`config.mk`:
```
export PLATFORM = sky130hd
export DESIGN_NAME = pcm_compand_enc
export DESIGN_NICKNAME = d
export VERILOG_FILES = /design/src/rtl/g711_enc_pkg.sv /design/src/rtl/cmp_front.sv /design/src/rtl/cmp_mu_code.sv /design/src/rtl/cmp_a_code.sv /design/src/rtl/pcm_compand_enc.sv
export SDC_FILE = /design/constraint.sdc
export NUM_CORES = 1
export LEC_CHECK = 0
export ABC_AREA = 1
export BUFFER_PORTS_ARGS = -buffer_cell sky130_fd_sc_hd__buf_4
export CORE_ASPECT_RATIO = 0.6
export CORE_MARGIN = 3
export CORE_UTILIZATION = 60
export DETAILED_ROUTE_END_ITERATION = 12
export PLACE_DENSITY_LB_ADDON = 0.1
export SETUP_SLACK_MARGIN = 0.2
export SKIP_LAST_GASP = 1
export SLEW_MARGIN = 20
export SYNTH_ARGS = -nofsm -noshare
export SYNTH_HDL_FRONTEND = slang
export SYNTH_HIERARCHICAL = 1
export SYNTH_SLANG_ARGS = --single-unit
```
`constraint.sdc`:
```
create_clock -name clk -period 4.3 [get_ports clk]
set_input_delay 0.43 -clock clk [delete_from_list [all_inputs] [get_ports clk]]
set_output_delay 0.43 -clock clk [all_outputs]
set_load 0.03 [all_outputs]
```
`src/rtl/g711_enc_pkg.sv`:
```
package g711_enc_pkg;

    typedef enum logic [1:0] {
        CM_LINEAR = 2'b00,
        CM_RSVD   = 2'b01,
        CM_MULAW  = 2'b10,
        CM_ALAW   = 2'b11
    } comp_mode_e;

    localparam int CODE_W    = 8;
    localparam int MU_IN_W   = 14;
    localparam int MU_MAG_W  = 13;
    localparam int A_MAG_W   = 12;
    localparam int MU_BIAS   = 33;
    localparam int MU_MAX    = (1 << MU_MAG_W) - 1;
    localparam int SEG_W     = 3;
    localparam int MANT_W    = 4;
    localparam int MU_SEG_LO = 5;
    localparam int A_SEG_LO  = 5;
    localparam logic [CODE_W-1:0] A_XOR_MASK = 8'h55;

endpackage

```
`src/rtl/cmp_front.sv`:
```
module cmp_front
    import g711_enc_pkg::*;
(
    input  logic [MU_IN_W-1:0]  mu_in,
    output logic                neg,
    output logic [MU_MAG_W-1:0] mu_biased,
    output logic [A_MAG_W-1:0]  a_mag
);
    logic [MU_IN_W-1:0] mu_abs;
    logic [MU_IN_W-1:0] mu_sat;
    logic [MU_IN_W-1:0] mu_sum;

    always_comb begin
        neg    = mu_in[MU_IN_W-1];
        mu_abs = neg ? (~mu_in + MU_IN_W'(1)) : mu_in;
        mu_sat = (mu_abs > MU_IN_W'(MU_MAX)) ? MU_IN_W'(MU_MAX) : mu_abs;
        mu_sum = mu_sat + MU_IN_W'(MU_BIAS);
        mu_biased = (mu_sum > MU_IN_W'(MU_MAX)) ? MU_MAG_W'(MU_MAX)
                                               : mu_sum[MU_MAG_W-1:0];
        a_mag = neg ? ~mu_in[MU_IN_W-2:1] : mu_in[MU_IN_W-2:1];
    end
endmodule

```
`src/rtl/cmp_mu_code.sv`:
```
module cmp_mu_code
    import g711_enc_pkg::*;
(
    input  logic                neg,
    input  logic [MU_MAG_W-1:0] biased,
    output logic [CODE_W-1:0]   code
);
    logic [SEG_W-1:0]  seg;
    logic [MANT_W-1:0] mant;

    always_comb begin
        seg = '0;
        for (int i = MU_SEG_LO; i < MU_MAG_W; i++) begin
            if (biased[i]) seg = SEG_W'(i - MU_SEG_LO);
        end
        mant = MANT_W'(biased >> ({1'b0, seg} + 4'd1));
        code = ~{neg, seg, mant};
    end
endmodule

```
`src/rtl/cmp_a_code.sv`:
```
module cmp_a_code
    import g711_enc_pkg::*;
(
    input  logic               neg,
    input  logic [A_MAG_W-1:0] mag,
    output logic [CODE_W-1:0]  code
);
    logic [SEG_W-1:0]  seg;
    logic [3:0]        shamt;
    logic [MANT_W-1:0] mant;

    always_comb begin
        seg = '0;
        for (int i = A_SEG_LO; i < A_MAG_W; i++) begin
            if (mag[i]) seg = SEG_W'(i - A_SEG_LO + 1);
        end
        shamt = (seg == '0) ? 4'd1 : {1'b0, seg};
        mant  = MANT_W'(mag >> shamt);
        code  = {~neg, seg, mant} ^ A_XOR_MASK;
    end
endmodule

```
`src/rtl/pcm_compand_enc.sv`:
```
module pcm_compand_enc
    import g711_enc_pkg::*;
#(
    parameter int SAMPLE_W = 16
) (
    input  logic                clk,
    input  logic                rst_n,
    input  logic                in_valid,
    input  logic [SAMPLE_W-1:0] in_sample,
    input  logic [1:0]          mode,
    output logic                out_valid,
    output logic [SAMPLE_W-1:0] out_word
);
    localparam int PAD_W = SAMPLE_W - CODE_W;

    typedef struct packed {
        logic                vld;
        comp_mode_e          mode;
        logic                neg;
        logic [MU_MAG_W-1:0] mu_b;
        logic [A_MAG_W-1:0]  a_m;
        logic [SAMPLE_W-1:0] lin;
    } front_t;

    typedef struct packed {
        front_t              f;
        logic                vld;
        logic [SAMPLE_W-1:0] word;
    } pipe_t;

    pipe_t st_d, st_q;

    logic                neg_c;
    logic [MU_MAG_W-1:0] mu_b_c;
    logic [A_MAG_W-1:0]  a_m_c;
    logic [CODE_W-1:0]   mu_code, a_code;

    cmp_front u_front (
        .mu_in     (in_sample[SAMPLE_W-1 -: MU_IN_W]),
        .neg       (neg_c),
        .mu_biased (mu_b_c),
        .a_mag     (a_m_c)
    );

    cmp_mu_code u_mu (
        .neg    (st_q.f.neg),
        .biased (st_q.f.mu_b),
        .code   (mu_code)
    );

    cmp_a_code u_a (
        .neg  (st_q.f.neg),
        .mag  (st_q.f.a_m),
        .code (a_code)
    );

    always_comb begin
        st_d        = st_q;
        st_d.f.vld  = in_valid;
        if (in_valid) begin
            st_d.f.mode = comp_mode_e'(mode);
            st_d.f.neg  = neg_c;
            st_d.f.mu_b = mu_b_c;
            st_d.f.a_m  = a_m_c;
            st_d.f.lin  = in_sample;
        end
        st_d.vld = st_q.f.vld;
        if (st_q.f.vld) begin
            unique case (st_q.f.mode)
                CM_MULAW: st_d.word = {mu_code, PAD_W'(0)};
                CM_ALAW:  st_d.word = {a_code, PAD_W'(0)};
                default:  st_d.word = st_q.f.lin;
            endcase
        end
    end

    always_ff @(posedge clk) begin
        if (!rst_n) st_q <= '0;
        else        st_q <= st_d;
    end

    assign out_valid = st_q.vld;
    assign out_word  = st_q.word;

    // Cycles since reset, so that two-deep history checks start clean.
    logic [1:0] warm_q;
    always_ff @(posedge clk) begin
        if (!rst_n)             warm_q <= 2'd0;
        else if (warm_q != 2'd2) warm_q <= warm_q + 2'd1;
    end


    latency_two_chk: assert property (@(posedge clk) disable iff (!rst_n)
        (warm_q == 2'd2) |-> (out_valid == $past(in_valid, 2)));


    linear_pass_chk: assert property (@(posedge clk) disable iff (!rst_n)
        (warm_q == 2'd2 && out_valid && !$past(mode[1], 2))
            |-> (out_word == $past(in_sample, 2)));


    low_byte_zero_chk: assert property (@(posedge clk) disable iff (!rst_n)
        (warm_q == 2'd2 && out_valid && $past(mode[1], 2))
            |-> (out_word[PAD_W-1:0] == '0));


    alaw_sign_chk: assert property (@(posedge clk) disable iff (!rst_n)
        (warm_q == 2'd2 && out_valid && $past(mode, 2) == 2'b11)
            |-> (out_word[SAMPLE_W-1] == !$past(in_sample[SAMPLE_W-1], 2)));


    hold_word_chk: assert property (@(posedge clk) disable iff (!rst_n)
        (warm_q == 2'd2 && !$past(in_valid, 2)) |-> $stable(out_word));

endmodule

```
Word level (Yosys, flattened, before mapping)
Cells that the tools add are included.
W data, S select, Z words.
Word-level totals
  register bits after elaboration: 62
  word-level logic and storage cells: 43
Cells by class
  $add $sub $neg: 3
  $lt $le $gt $ge: 2
  equality and inequality tests: 2
  shift-type cells: 2
  multiplexer cells: 20
  bitwise operators: 5
  reduce and logical (&&, ||, !) cells: 1
Operators with widths (count)
  $pmux W16 S2: 1
  $gt A14 B13 Y1 const B: 2
  $mux W14: 2
  $mux W3: 9
  $add A14 B1 Y14 const B: 1
  $add A14 B6 Y14 const B: 1
  $not A14 Y14: 1
  $mux W13: 1
  $shr A13 B4 Y4: 1
  $mux W12: 1
  $not A12 Y12: 1
  $shr A12 B4 Y4: 1
  $mux W2: 4
  $not A8 Y8: 1
  $add A3 B1 Y4 const B: 1
  $eq A2 B2 Y1 const B: 2
  $not A4 Y4: 1
  $logic_not A3 Y1: 1
  $mux W1: 2
  $not A1 Y1: 1

Longest topological paths before layout
Gate-level depths: netlist of the first run.
  depth in word-level cells: 12
  mapped depth: 16
  gate-level depth less buffers: 16

Cells and area by module
Netlist of the first run, hierarchy kept.
By module, submodules not included
  pcm_compand_enc: times used 1, cells each 326, area an instance 2491.1 um^2, seq. area each 1241.2 um^2
  cmp_front: times used 1, cells each 190, area an instance 983.4 um^2, seq. area each 0.0 um^2
  cmp_a_code: times used 1, cells each 84, area an instance 447.9 um^2, seq. area each 0.0 um^2
  cmp_mu_code: times used 1, cells each 78, area an instance 401.6 um^2, seq. area each 0.0 um^2

Worst setup path before layout of the first run
OpenSTA, ideal clock, no wires.
  path type: in2reg
  from: in in_sample[4]
  to: reg st_q[57] (netlist name)
  library setup time: 116 ps
  arrival: 1956 ps
  required time: 4184 ps
  slack: 2228 ps
  cell stages on the path: 14
  path buffers: 1
  path through: nor2_1 -> nand2_2 -> nor2_4 -> nand3_4 -> buf_6 -> nand2_1 -> ha_1 -> nand3_1 -> a21oi_2 -> nand2_1 -> nand2_1 -> nand3_1 -> nor2_1 -> nor2_1
On the way
  longest elaborated chain between the ends: 8
Ends and longest elaborated chain
  from (decl): line pcm_compand_enc.sv:9  | input logic [SAMPLE_W-1:0] in_sample,
  $not A14 Y14: line cmp_front.sv:15  | mu_abs = neg ? (~mu_in + MU_IN_W'(1)) : mu_in;
  $add A14 B1 Y14: line cmp_front.sv:15
  $mux W14 (*): line cmp_front.sv:15
  $gt A14 B13 Y1: line cmp_front.sv:16  | mu_sat = (mu_abs > MU_IN_W'(MU_MAX)) ? MU_IN_W'(MU_MAX) : mu_abs;
  $mux W14 (*): line cmp_front.sv:16
  $add A14 B6 Y14 (*): line cmp_front.sv:17  | mu_sum = mu_sat + MU_IN_W'(MU_BIAS);
  $gt A14 B13 Y1: line cmp_front.sv:18  | mu_biased = (mu_sum > MU_IN_W'(MU_MAX)) ? MU_MAG_W'(MU_MAX)
  $mux W13 (*): line cmp_front.sv:18
  via mu_b_c[12]: line pcm_compand_enc.sv:34  | logic [MU_MAG_W-1:0] mu_b_c;
  to (signal assigned): line pcm_compand_enc.sv:79  | else st_q <= st_d;
  to (decl): line pcm_compand_enc.sv:31  | pipe_t st_d, st_q;
Mark *: on every way through the listed nets, which the timed path passes. The rest lies on a longest branch.
A chain may end at the register's enable or synchronous reset.

Worst setup path after layout of the first run
  from: in in_sample[15]
  to: reg st_q[57] (netlist name)
Same word-level chain as after synthesis.

==> results of run 1 <==
power groups by stage:
stage	clock, µW	combinational (µW)	sequential (µW)
after floorplan	0	374	634
after global placement	0	421	650
after detailed placement	0	429	652
after CTS	800	433	640
after global routing	826	491	646
final	792	440	642
metrics by stage:
step                worst slack (ps)  util, %  instance area [µm²]  cells  total power (µW)
floorplan                       2250        -                 4288    673              1008
global placement                1900    63.28                 4298    751              1071
detailed placement              1850    63.28                 4298    751              1081
CTS                             2200    68.09                 4624    767              1874
global route                    1964    68.09                 4624    767              1963
finish                          2181    68.09                 4624    767              1874
worst paths after layout:
kind,slack (ps),startpoint,cells past startpoint,to
hold / removal,330,in_sample[1],3,st_q[18]$_SDFFE_PN0P_
setup reg to reg,2360,st_q[44]$_SDFFE_PN0P_,14,out_word[10]$_SDFFE_PN0P_
setup / recovery,2180,in_sample[15],13,st_q[57]$_SDFFE_PN0P_
hold reg to reg,460,st_q[18]$_SDFFE_PN0P_,2,out_word[1]$_SDFFE_PN0P_
flip-flops by register name, summed over array words and instances, names as in the netlist:
| name | cells |
|---|---|
| st_q | 43 |
| out_valid | 1 |
| out_word | 16 |
| st_d | 1 |
routing by layer:
layer  vias up  track usage, %  part of all wire (%)
met5         -               0                     0
met4         0           4.297                  0.61
met3         7           7.764                   8.2
met2       149           39.55                    41
met1      1947           41.90                    50
li1       2127               -                     -
placed cells by master, fill, tap and decap left out, types with 2 or more instances in the layout:
master and instances:
nor2_2 2, or2_1 2, nor2_8 2, a21oi_2 3, nor2_4 5, nand2_4 5
a21oi_1 11, clkbuf_16 9, o21ai_1 7, xnor2_1 2, nand2_2 16, inv_4 2
nand3_2 3, clkinv_2 2, xor2_1 10, buf_4 37, inv_2 13, o21ai_2 2
nand3_1 84, clkbuf_8 2, o21ai_0 54, dfxtp_1 61, nand3_4 2, bufinv_16 2
nand4_1 13, nand2_1 151, inv_1 55, nor2_1 118, ha_1 2
critical path: cells and delay by family:
kind                       cells  cell delay (ps)
AOI/OAI and AO/OA              1              240
adders and majority gates      1              210
buffers and inverters          1              270
and+or+nand+nor               10             1170
final cells by class:
cell class,instances,area share [%]
timing repair buffer,37,6.006
tap,87,2.354
clock inverter,4,1.515
inverter,70,5.790
multi-input combinational,496,52.38
clock buffer,12,5.547
sequential,61,26.41
==> run metrics, run 1 <==
Setup TNS 0 ps; via-per-instance ratio 5.515; slowest stage delay, CP 270 ps; Core Box Area 0.006792 mm²; Clk pin slew, worst setup/hold paths approximately 50 ps; FF/Latch Area 0.001221 mm²; Port Buffer Count 37; cell-internal power 1289 µW; global route overflow 0; FP Rows 23; Crit Path Max Fanout 22; Post-DRT Antenna Nets 0; root buffer cell clkbuf_16; GRT Util Overall 27.62%; first-pass GRT wire length about 18000 µm; Hold Crit Class in2reg; post-CTS setup buffer count 0; Placer Congestion ~0.94; 1st-pass router iterations 5; WHS 326.0 ps; WS Path Type in2reg; Flop pwr share 34.2%; htree depth 3; CTS tree built; crit path DAT between 2000 and 2500 ps; Mapped Cells 673; layout cells sized above 1 16.03%; vias after detailed routing 4230; effective utilization at floorplan 63.14%; Cell Chain, Critical Path buf_4, nand2_2, nor2_4, nand3_4, nand2_1, ha_1, nand3_1, a21oi_2, nand2_1, nand2_1, nand3_1, nor2_1, nor2_1; Multi-input gate area 0.002422 mm²; DR iter-0 viols 458; part of the power in the clock network a little over two fifths; NetSw 585.3 µW; fin crit period between 2000 and 2500 ps; # fillers 621; area delta synth->final 7.850%; run status complete, no violations; CTS resizes 0; Sw Ratio between 30% and 40%; mapped cell area 0.004288 mm²; setup violators final 0; CTS Buf Count 9; most frequent cell on the critical path nand2_1; P per Cell Area roughly 400 mW/mm²; worst-margin pin slew ~890 ps; Critical Path Source Type input pin; number of global-route vias before repair 3777; DIE AREA around 0.008 mm²; crit end category flop; CP max-delay cell buf_4; DIE HEIGHT 71.48 µm; final HPWL from detailed placement 7737 µm; Total Nets Final 698; Syn. warnings 6; clock insertion delay at the later pin of the skew report 330 ps; largest net degree at the start of global routing 55; Die W between 100 and 150 µm; Mean Syn Cell Area 6.371 µm²; Worst VDD drop 0.1777 mV; fin crit share 49.29%; CTS hold repair buffers 0; # diodes 0; initial antenna violation count 0; Max Root-Sink Buffers 2; # IOs 38; Synthesized Nets 696; # DRC 0; Setup Skew 4.441 ps; unrepaired setup endpoints after global routing false; drt total wl approximately 11000 µm; Max-Cap Viols 0; Comb pwr share 23.5%; Max Clk Rate 471.8 MHz; Final Max Tran Viols 0; headroom to the max-slew limit 40.55%; WL/cell between 10 and 15 µm; count of final hold-check violations 0; WP data required 4520 ps; clock sinks 61; Lkg Pwr ~0.0023 µW
Note: power is estimated with default switching activity, not from simulation.
==> run 2, diff against run 1 <==
--- a/config.mk
+++ b/config.mk
@@ -9,7 +9,7 @@
 export BUFFER_PORTS_ARGS = -buffer_cell sky130_fd_sc_hd__buf_4
 export CORE_ASPECT_RATIO = 0.6
 export CORE_MARGIN = 3
-export CORE_UTILIZATION = 60
+export CORE_UTILIZATION = 55
 export DETAILED_ROUTE_END_ITERATION = 12
 export PLACE_DENSITY_LB_ADDON = 0.1
 export SETUP_SLACK_MARGIN = 0.2
==> constraint.sdc (replaced) <==
create_clock -name clk -period 1.76 [get_ports clk]
set_input_delay 0.176 -clock clk [delete_from_list [all_inputs] [get_ports clk]]
set_output_delay 0.176 -clock clk [all_outputs]
set_load 0.03 [all_outputs]
==> run 2 against run 1 <==
Against the previous run:
- via count rose by 16%
- combinational power rose to 3.5 times the previous value
- hold slack got worse by 260 ps
- sequential cell count did not move
- sequential share of layout area fell by 5.3 points
- die area rose by 8.5%
- total power rose to 2.7 times the previous value
- cell area rose by 26%
- cell count rose by 14%
- register-to-register slack got worse by 2300 ps
- critical path depth rose by 2
- setup slack got worse by 2100 ps
- critical path type unchanged
- largest cell class unchanged
==> run metrics, run 2 (synthesized netlist as in run 1, its figures left out) <==
run status complete, no violations; Total Nets Final 787; WHS 70.33 ps; Final Max Tran Viols 0; Worst VDD drop 0.4969 mV; htree depth 3; Cell Chain, Critical Path buf_4, nor2_4, nand2_2, nor2_4, nand3_4, buf_6, nand3_4, nand2_4, nor2_4, buf_4, buf_6, nand4_1, nand3_2, nor2_2, nor2_1; delay-heaviest family, CP simple AND/OR/NAND/NOR gates; unrepaired setup endpoints after global routing true; most frequent cell on the critical path nor2_4; via-per-instance ratio 5.641; crit path DAT 1950 ps; CTS tree built; headroom to the max-slew limit between 60% and 70%; number of global-route vias before repair 4200; worst setup margin 75.02 ps; Crit Path Max Fanout 8; # diodes 0; Setup Skew 6.012 ps; GRT Util Overall 28.12%; 1st-pass router iterations 5; Placement Setup Slack -212.8 ps; most common cell after layout, fill and taps aside nand2_1; root buffer cell clkbuf_16; FP Rows 24; Placer Congestion 0.9484; Critical Path Source Type input pin; count of final hold-check violations 0; largest net degree at the start of global routing 55; final HPWL from detailed placement 8425 µm; CP bufs+invs 4; fin crit period 1685 ps; most frequent cells in the layout nand2_1, nor2_1, buf_4, nand3_1, dfxtp_1; DIE HEIGHT 74.40 µm; Reg with most FFs st_q; Max Root-Sink Buffers 2; Die W 120.0 µm; vias after detailed routing 4919; clock insertion delay at the later pin of the skew report 340 ps; setup violators final 0; Post-DRT Antenna Nets 0; DIE AREA 0.008927 mm²; first-pass GRT wire length roughly 20000 µm; WL/cell 15.70 µm; Max Clk Rate 593.5 MHz; Max-Cap Viols 0; CP max-delay cell nor2_4; Clk pin slew, worst setup/hold paths 50 ps; CTS hold repair buffers 0; fin crit share 95.74%; drt total wl 13690 µm; Largest register FFs 43; crit end category flop; # IOs 38; # DRC 0; clock sinks 61; WS Path Type in2reg; area delta synth->final 36.01%; CTS Buf Count 9; Lkg Pwr 0.002813 µW; Port Buffer Count 37; layout cells sized above 1 35.42%; initial antenna violation count 0; effective utilization at floorplan between 50% and 60%; Core Box Area 0.007417 mm²; Worst R2R Setup Slack 110 ps; slowest stage delay, CP 210 ps; P per Cell Area 856.1 mW/mm²; global route overflow 0; Hold Crit Class in2reg; DR iter-0 viols 546; WP data required 2020 ps; worst-margin pin slew approximately 480 ps
run 2: cell count changes in the layout (fill, tap and decap cells not counted), moves of 12 or more:
cell,previous run,this run
nand3_2,3,15
nor2_1,118,106
nand2_2,16,32
buf_6,0,14
nand2_1,151,125
buf_4,37,105
nand3_1,84,69
run 2: layout make-up:
cell class	instances	area, µm²
clock buffers	11	242.7
multi-input cells	500	2865
flip-flops and latches	61	1232
repair buffers	122	1001
clock inverters	4	72.57
inverters	70	287.8
fillers	521	1585
well taps	104	130.1
run 2: path summary, 6_finish.rpt:
check | end | cells after the start | startpoint
worst max register to register | out_word[11]$_SDFFE_PN0P_ | 16 | st_q[39]$_SDFFE_PN0P_
worst min-delay path | st_q[17]$_SDFFE_PN0P_ | 3 | in_sample[0]
worst min register to register | out_word[5]$_SDFFE_PN0P_ | 2 | st_q[22]$_SDFFE_PN0P_
worst max-delay path | st_q[56]$_SDFFE_PN0P_ | 15 | in_sample[11]
run 2: repair_timing:
action	4_1_cts	5_1_grt
cloned	4	1
hold endpoints to repair	0	0
buffers inserted	3	27
resized for setup	17	99
setup endpoints to repair	16	16
pin swaps	10	68
run 2: per-stage QoR:
stage	cells	total power [µW]	cell area (µm²)	setup TNS (ps)	util, %
after floorplan	673	2489	4402	0	-
after global placement	822	2778	4847	-1170	65.35
after detailed placement	822	2806	4847	-2164	65.35
after CTS	844	4748	5283	0	71.22
after global routing	872	5209	5832	-152.7	78.63
final	872	4992	5832	0	78.63
run 2: per-layer routing:
layer	up-vias	track usage, %	routed length, µm
li1	2319	-	-
met2	267	43.47	6275
met3	53	7.751	1235
met1	2280	39.04	5879
met4	0	7.741	304
met5	-	0	0
run 2: worst min-delay path, cell delays in order:
cell and delay (ps):
buf_4 80, nor2_1 30, nor2_1 80
run 2: power by group:
| group | switching, µW | internal [µW] |
|---|---|---|
| clock | 627 | 1270 |
| sequential | 77.1 | 1480 |
| combinational | 926 | 616 |
==> run 3, diff against run 2 <==
--- a/config.mk
+++ b/config.mk
@@ -10,6 +10,7 @@
 export CORE_ASPECT_RATIO = 0.6
 export CORE_MARGIN = 3
 export CORE_UTILIZATION = 55
+export CTS_BUF_LIST = sky130_fd_sc_hd__clkbuf_16
 export DETAILED_ROUTE_END_ITERATION = 12
 export PLACE_DENSITY_LB_ADDON = 0.1
 export SETUP_SLACK_MARGIN = 0.2
==> run 3 against run 2 <==
Against the previous run:
- sequential power hardly changed
- total power is 1.4% lower
- fmax is 0.64% higher
- largest cell class unchanged
==> run metrics, run 3 (synthesized netlist as in run 1, its figures left out) <==
CTS hold repair buffers 0; Clk pin slew, worst setup/hold paths roughly 50 ps; CTS Buf Count 9; Crit Path Max Fanout 8; area delta synth->final 36.12%; root buffer cell clkbuf_16; Post-DRT Antenna Nets 0; CTS tree built; final core utilization 78.69%; Largest register FFs 43; Reg with most FFs st_q; drt total wl 13820 µm; setup violators final 0; fin crit period ~1700 ps; Final Max Tran Viols 0; most common cell after layout, fill and taps aside nand2_1; 1st-pass router iterations 6; DIE HEIGHT 74.40 µm; GRT busiest layer met2; P per Cell Area 843.5 mW/mm²; Hold Crit Class in2reg; Setup Skew 6.963 ps; largest net degree at the start of global routing 55; crit end category flop; worst setup margin between 80 and 90 ps; layout cells sized above 1 between 30% and 40%; GRT Util Overall 28.40%; final HPWL from detailed placement 8425 µm; # IOs 38; # DRC 0; WS Path Type in2reg; most frequent cells in the layout nand2_1, nor2_1, buf_4, nand3_1, dfxtp_1; Worst VDD drop 0.4976 mV; Placer Congestion between 0.9 and 1; effective utilization at floorplan 57.81%; crit path DAT 1930 ps; Die W 120.0 µm; Critical Path Source Type input pin; FP Rows 24; fin crit share ~95%; Setup TNS 0 ps; global route overflow 0; vias after detailed routing 4972; WP data required 2020 ps; clock insertion delay at the later pin of the skew report 330 ps; Port Buffer Count 37; headroom to the max-slew limit 66.53%; met2 Use GR between 40% and 50%; Lkg Pwr about 0.0028 µW; WL/cell 15.87 µm; Total Nets Final between 700 and 800; count of final hold-check violations 0; # diodes 0; via-per-instance ratio 5.708; Core Box Area around 0.0074 mm²; htree depth 3; number of global-route vias before repair 4274; Max-Cap Viols 0; DR iter-0 viols 645; GR Util met3 approximately 8.1%; Max Clk Rate 597.3 MHz; Placement Setup Slack -212.8 ps; DIE AREA 0.008927 mm²; Worst R2R Setup Slack 100 ps; first-pass GRT wire length a little over 20000 µm; worst-margin pin slew 502.0 ps; Max Root-Sink Buffers 2; clock sinks 61; run status complete, no violations; grt met1 use 38.85%; initial antenna violation count 0; unrepaired setup endpoints after global routing true
## run 3: metrics by stage
step	total power, µW	hold WS (ps)	instance area, µm²	instances
floorplan	2489	310.9	4402	673
detailed placement	2806	407.9	4847	822
global route	5159	66.42	5837	871
global placement	2778	398.0	4847	822
CTS	4709	68.24	5346	848
finish	4924	70.74	5837	871
## run 3: where the power goes
group	internal (µW)	leakage, µW	total, µW	switching [µW]
Sequential	1480	0.000507	1560	76.5
Clock	1220	0.000150	1830	614
Combinational	607	0.00215	1540	929
Total	3300	0.00281	4920	1620
## run 3: path summary, 6_finish.rpt
kind | from | endpoint | cells past startpoint
worst max register to register | st_q[39]$_SDFFE_PN0P_ | out_word[8]$_SDFFE_PN0P_ | 15
worst min register to register | st_q[23]$_SDFFE_PN0P_ | out_word[6]$_SDFFE_PN0P_ | 2
worst min-delay path | in_sample[0] | st_q[17]$_SDFFE_PN0P_ | 3
worst max-delay path | in_sample[11] | st_q[52]$_SDFFE_PN0P_ | 14
## run 3: what timing repair did
action,in CTS,in global routing
gates resized for setup,26,92
buffers inserted,7,22
cloned,4,1
pin swaps,20,67
setup endpoints to repair,16,16
endpoints found under the hold margin,0,0
## run 3: worst max-delay path, cell delays in order
cell and delay (ps):
buf_4 120, nor2_4 100, nand2_2 80, nor2_4 150, nand3_4 200, buf_4 200, o21ai_2 70, nand3_2 120
nand2_4 160, nand2_1 100, or2_1 230, nand3_2 60, nor2_1 50, nor2_1 120
## run 3: area by class of cell
class                   count  area (µm²)
well taps                 104       130.1
inverters                  70       275.3
clock inverters             6       80.08
multi-input cells         500        2885
clock buffers               9       225.2
flip-flops and latches     61        1232
repair buffers            121        1008
fillers                   516        1580
## run 3: metal layers
metal	part of all wire [%]	up-vias
met1	42	2284
met4	2.1	0
met5	0	-
met2	45	313
met3	11	50
li1	-	2325
